--- src/rtl/uart_shared_reg_readback.sv ---
module uart_shared_reg_readback #(
  parameter int DATA_W = 8,
  parameter int LVL_W  = 7
) (
  input  logic              clk,
  input  logic              rst_n,
  input  logic              wr_en,
  input  logic              rd_en,
  input  logic [DATA_W-1:0] wdata,
  input  logic              swap_en,
  input  logic [LVL_W-1:0]  rx_level,
  input  logic [LVL_W-1:0]  tx_level,
  output logic [DATA_W-1:0] rd_data
);

  localparam logic [1:0] SEL_SCR = 2'b00;
  localparam logic [1:0] SEL_RX  = 2'b01;
  localparam logic [1:0] SEL_TX  = 2'b10;
  localparam logic [1:0] SEL_ALT = 2'b11;
  localparam int PAD_W = DATA_W - LVL_W;

  logic [DATA_W-1:0] scratch_q;
  logic [1:0]        mode_q;
  logic              ptr_q;

  logic scr_wr, mode_wr, alt_on;
  logic [1:0] eff_sel;
  logic [DATA_W-1:0] rx_ext, tx_ext;

  assign scr_wr  = wr_en & ~swap_en;
  assign mode_wr = wr_en & swap_en;
  assign alt_on  = swap_en && (mode_q == SEL_ALT);
  assign eff_sel = swap_en ? mode_q : SEL_SCR;
  assign rx_ext  = {{PAD_W{1'b0}}, rx_level};
  assign tx_ext  = {{PAD_W{1'b0}}, tx_level};

  always_ff @(posedge clk or negedge rst_n) begin
    if (!rst_n) begin
      scratch_q <= '0;
      mode_q    <= SEL_SCR;
      ptr_q     <= 1'b0;
    end else begin
      if (scr_wr)  scratch_q <= wdata;
      if (mode_wr) mode_q    <= wdata[1:0];
      if (mode_wr || !alt_on) ptr_q <= 1'b0;
      else if (rd_en)         ptr_q <= ~ptr_q;
    end
  end

  always_comb begin
    case (eff_sel)
      SEL_RX:  rd_data = rx_ext;
      SEL_TX:  rd_data = tx_ext;
      SEL_ALT: rd_data = ptr_q ? tx_ext : rx_ext;
      default: rd_data = scratch_q;
    endcase
  end

  p_scr_load_r2: assert property (@(posedge clk) disable iff (!rst_n)
    (wr_en && !swap_en) |=> (scratch_q == $past(wdata)));

  p_mode_keep_r3: assert property (@(posedge clk) disable iff (!rst_n)
    (wr_en && !swap_en) |=> $stable(mode_q));

  p_scr_keep_r4: assert property (@(posedge clk) disable iff (!rst_n)
    (wr_en && swap_en) |=> $stable(scratch_q));

  p_zext_r6: assert property (@(posedge clk) disable iff (!rst_n)
    (swap_en && mode_q != SEL_SCR) |-> (rd_data[DATA_W-1:LVL_W] == '0));

  p_alt_toggle_r8: assert property (@(posedge clk) disable iff (!rst_n)
    (rd_en && !wr_en && swap_en && mode_q == SEL_ALT) |=> (ptr_q != $past(ptr_q)));

  p_ptr_home_r9: assert property (@(posedge clk) disable iff (!rst_n)
    ((wr_en && swap_en) || !(swap_en && mode_q == SEL_ALT)) |=> !ptr_q);

  p_ptr_hold_r10: assert property (@(posedge clk) disable iff (!rst_n)
    (!rd_en && !wr_en && swap_en && mode_q == SEL_ALT) |=> $stable(ptr_q));

endmodule

--- config.mk ---
export PLATFORM = sky130hd
export DESIGN_NAME = uart_shared_reg_readback
export DESIGN_NICKNAME = d
export VERILOG_FILES = /design/src/rtl/uart_shared_reg_readback.sv
export SDC_FILE = /design/constraint.sdc
export NUM_CORES = 1
export LEC_CHECK = 0
export CORE_AREA = 2 2 39 41
export DETAILED_ROUTE_END_ITERATION = 10
export DIE_AREA = 0 0 41 43
export DONT_BUFFER_PORTS = 1
export GPL_ROUTABILITY_DRIVEN = 0
export PLACE_DENSITY = 0.66
export SYNTH_ARGS = -nofsm -noshare
export SYNTH_HDL_FRONTEND = slang
export SYNTH_SLANG_ARGS = --single-unit
export TNS_END_PERCENT = 1
--- constraint.sdc ---
create_clock -name clk -period 1.7 [get_ports clk]
set_input_delay 0.34 -clock clk [delete_from_list [all_inputs] [get_ports clk]]
set_output_delay 0.34 -clock clk [all_outputs]
set_load 0.01 [all_outputs]
==> summary.txt <==
Pwr
  – Pwr dens: ~960 nW/um2
  – Leak pwr: 0.0002598 uW
  – Switching Power: 177.5 uW
  – Clock Power Share: 0.266
  – Maximum VDD drop: 0.4347 mV
  – Internal Dissipation: around 460 uW
  – Gate power share: 0.230
  – Sequential share of power: 0.504
  – Switching share of power: 0.2773

STA
  – Final slew viol count: 0
  – Peak Freq: ~630 MHz
  – Crit share post-route: 0.9391
  – Endpoints failing setup: 0
  – Setup ws final: roughly 0.10 ns
  – Post-layout min period: 1.596 ns
  – Final Hold Vio Count: 0
  – Fin Setup TNS: 0 ns
  – Max-Slew Margin vs Limit: 0.6855
  – Worst slew pin tran: between 0.4 and 0.5 ns
  – Clock skew: roughly 0.00054 ns

Layout
  – Area grow syn2layout: 14.38%
  – FILL cells: roughly 120
  – Reg area: between 200 and 300 um2
  – Layout Nets: between 80 and 90
  – Diode count: 0
  – Share of layout cells above drive strength 1: 0.2075
  – Multi-input logic area: around 310 um2

Clock network
  – H-tree lvl count: 1
  – Worst-Skew Late Latency: approximately 0.26 ns
  – CTS root buffer: clkbuf_4
  – Clock transition at the registers of the reported paths: roughly 0.070 ns
  – CTS Buffer Depth: 2
  – CTS Buf Count: 3
  – Post-CTS Setup Repair Bufs: 0
  – TritonCTS clock tree: done
  – CTS sink count: 11

Die
  – Area of the core: between 1000 and 1500 um2
  – Die Span X: between 40 and 50 um
  – Initial Util: 0.4213
  – Die Y: roughly 43 um
  – Row Count: 14
  – Io pins: 35
  – Die area: 1763 um2

Synth
  – Synth Instances: 47
  – Syn_area_per_cell: about 12 um2
  – Post-Syn Area: just under 600 um2
  – FF+latch count, synth: 11
  – Syn nets: 74
  – Synth unique cells: 15
  – Seq/Total Area, Yosys: 0.4721
  – Ys Warns: 0

Global route
  – Total Routing Usage GR: 0.1326
  – Vias in the first global route: 363
  – Pin count of the biggest net entering global routing: 12
  – First-pass GRT wire length: about 1500 um
  – Remaining global-route overflow: 0
  – Initial antenna violation count: 0

Setup path
  – CP max FO: 7
  – Crit Path Class: register to primary output
  – Flop-to-flop setup slack: 0.84 ns
  – Reg2reg path depth: 1
  – Critical path data arrival time: between 1 and 1.5 ns
  – Setup crit end: rd_data[6]
  – Worst r2r src: mode_q[1]$_DFFE_PN0P_
  – CP endpoint kind: primary output
  – Worst setup path start: mode_q[0]$_DFFE_PN0P_
  – CP Launch Type: register
  – Reg-to-reg endpoint: mode_q[1]$_DFFE_PN0P_
  – Worst endpoint required time: approximately 1.4 ns

Route
  – Vias: around 380
  – Per-cell routed wire length: 13.84 um
  – Drt pass-1 iters: 1
  – Routed WL: roughly 960 um
  – Average vias per placed instance: 5.478
  – # DRC: 0
  – DRT iter0 DRCs: 0
  – Post-route ant nets: 0

Placed design
  – IO Port Bufs: 0
  – Place WS: 0.3097 ns
  – Dpl hpwl: about 790 um

Min path
  – Min-delay src: wdata[4]
  – Min-Delay Path Class: input pin to register

Flow run
  – Max cap viols: 0

Status
  – Status: completed
-- power by group through the flow --
stage	clock network, uW	logic, uW	registers (uW)
finish	170	148	323
global route	193	169	330
CTS	182	148	319
floorplan	0	123	317
global placement	0	138	323
detailed placement	0	141	325
-- synth_stat cells --
cell	count	area, um2
and2_1	1	6.260
buf_2	1	5.000
dfrtp_1	11	275.3
inv_2	1	3.750
mux2_1	10	112.6
nand2_1	2	7.510
nand2b_1	7	43.79
nand3_1	1	5.000
nand4b_1	1	8.760
nor2_1	1	3.750
nor2b_1	1	6.260
o211ai_2	1	12.51
o21ai_1	1	5.000
o221a_1	7	78.83
xnor2_1	1	8.760
-- critical path, cell delays in order (launching register included) --
cell and delay [ns]:
dfrtp_2 0.41, inv_2 0.05, o211ai_4 0.25, o221a_1 0.29
-- layer usage --
layer,vias up,global-route usage,part of all wire,wire [um]
met5,-,0,0,0
met4,0,0.08000,0,0
met3,0,0.03141,0.066,63
met2,19,0.1750,0.48,456
met1,168,0.1910,0.46,435
li1,191,-,-,-
-- state kept, by name, summed over array words and instances (netlist names) --
name / count
ptr_q: 1
scratch_q: 8
mode_q: 2
-- cells by family after synthesis --
group | after synthesis | share of synthesized area
buffers and inverters | 2 | 0.01501
xor gates and xnor gates | 1 | 0.01502
DFF | 11 | 0.4721
muxes | 10 | 0.1931
AOI/OAI and AO/OA | 9 | 0.1652
and+or+nand+nor | 14 | 0.1395
-- metrics by stage --
stage	area [um2]	util	hold slack (ns)	instances	power, uW
floorplan	583.1	-	0.04441	47	440.7
CTS	650.6	0.4702	0.1958	69	649.1
detailed placement	613.1	0.4430	0.04454	64	466.0
global route	666.9	0.4819	0.1874	69	693.2
finish	666.9	0.4819	0.2061	69	640.0
global placement	613.1	0.4430	0.04458	64	461.6
-- area by class of cell --
class	instances	area share
Clock buffer	3	0.03377
Tap cell	16	0.03002
Inverter	1	0.005629
Sequential cell	11	0.4165
Clock inverter	1	0.007505
Multi-Input combinational cell	34	0.4690
Timing Repair Buffer	3	0.03752
-- placed cells by master (no fill, tap or decap) --
cell,netlist,layout
nand2_1,2,2
nand3_2,0,1
nand2b_1,7,7
nor2_1,1,1
nor2b_1,1,1
o211ai_4,0,1
clkbuf_4,0,3
o21ai_1,1,1
nand4b_1,1,1
xnor2_1,1,1
o221a_1,7,7
dlygate4sd3_1,0,1
inv_2,1,1
clkinv_2,0,1
buf_4,0,2
dfrtp_2,0,2
and2_1,1,1
mux2_1,10,10
dfrtp_1,11,9
-- how the worst min path moves through the flow --
stage / to / cells past startpoint / slack [ns]
after global routing: scratch_q[3]$_DFFE_PN0P_ / 1 / 0.19
after CTS: scratch_q[4]$_DFFE_PN0P_ / 1 / 0.20
after floorplan: mode_q[0]$_DFFE_PN0P_ / 0 / 0.04
final: scratch_q[4]$_DFFE_PN0P_ / 1 / 0.21
after detailed placement: ptr_q$_DFFE_PN0P_ / 0 / 0.04
after global placement: ptr_q$_DFFE_PN0P_ / 0 / 0.04
-- repair_timing --
item | in CTS | in global routing
hold endpoints to repair | 11 | 0
resized for setup | 0 | 4
hold buffers | 1 | 0
endpoints found under the setup margin | 0 | 7
No activity file was read; power rests on OpenSTA's default activity.
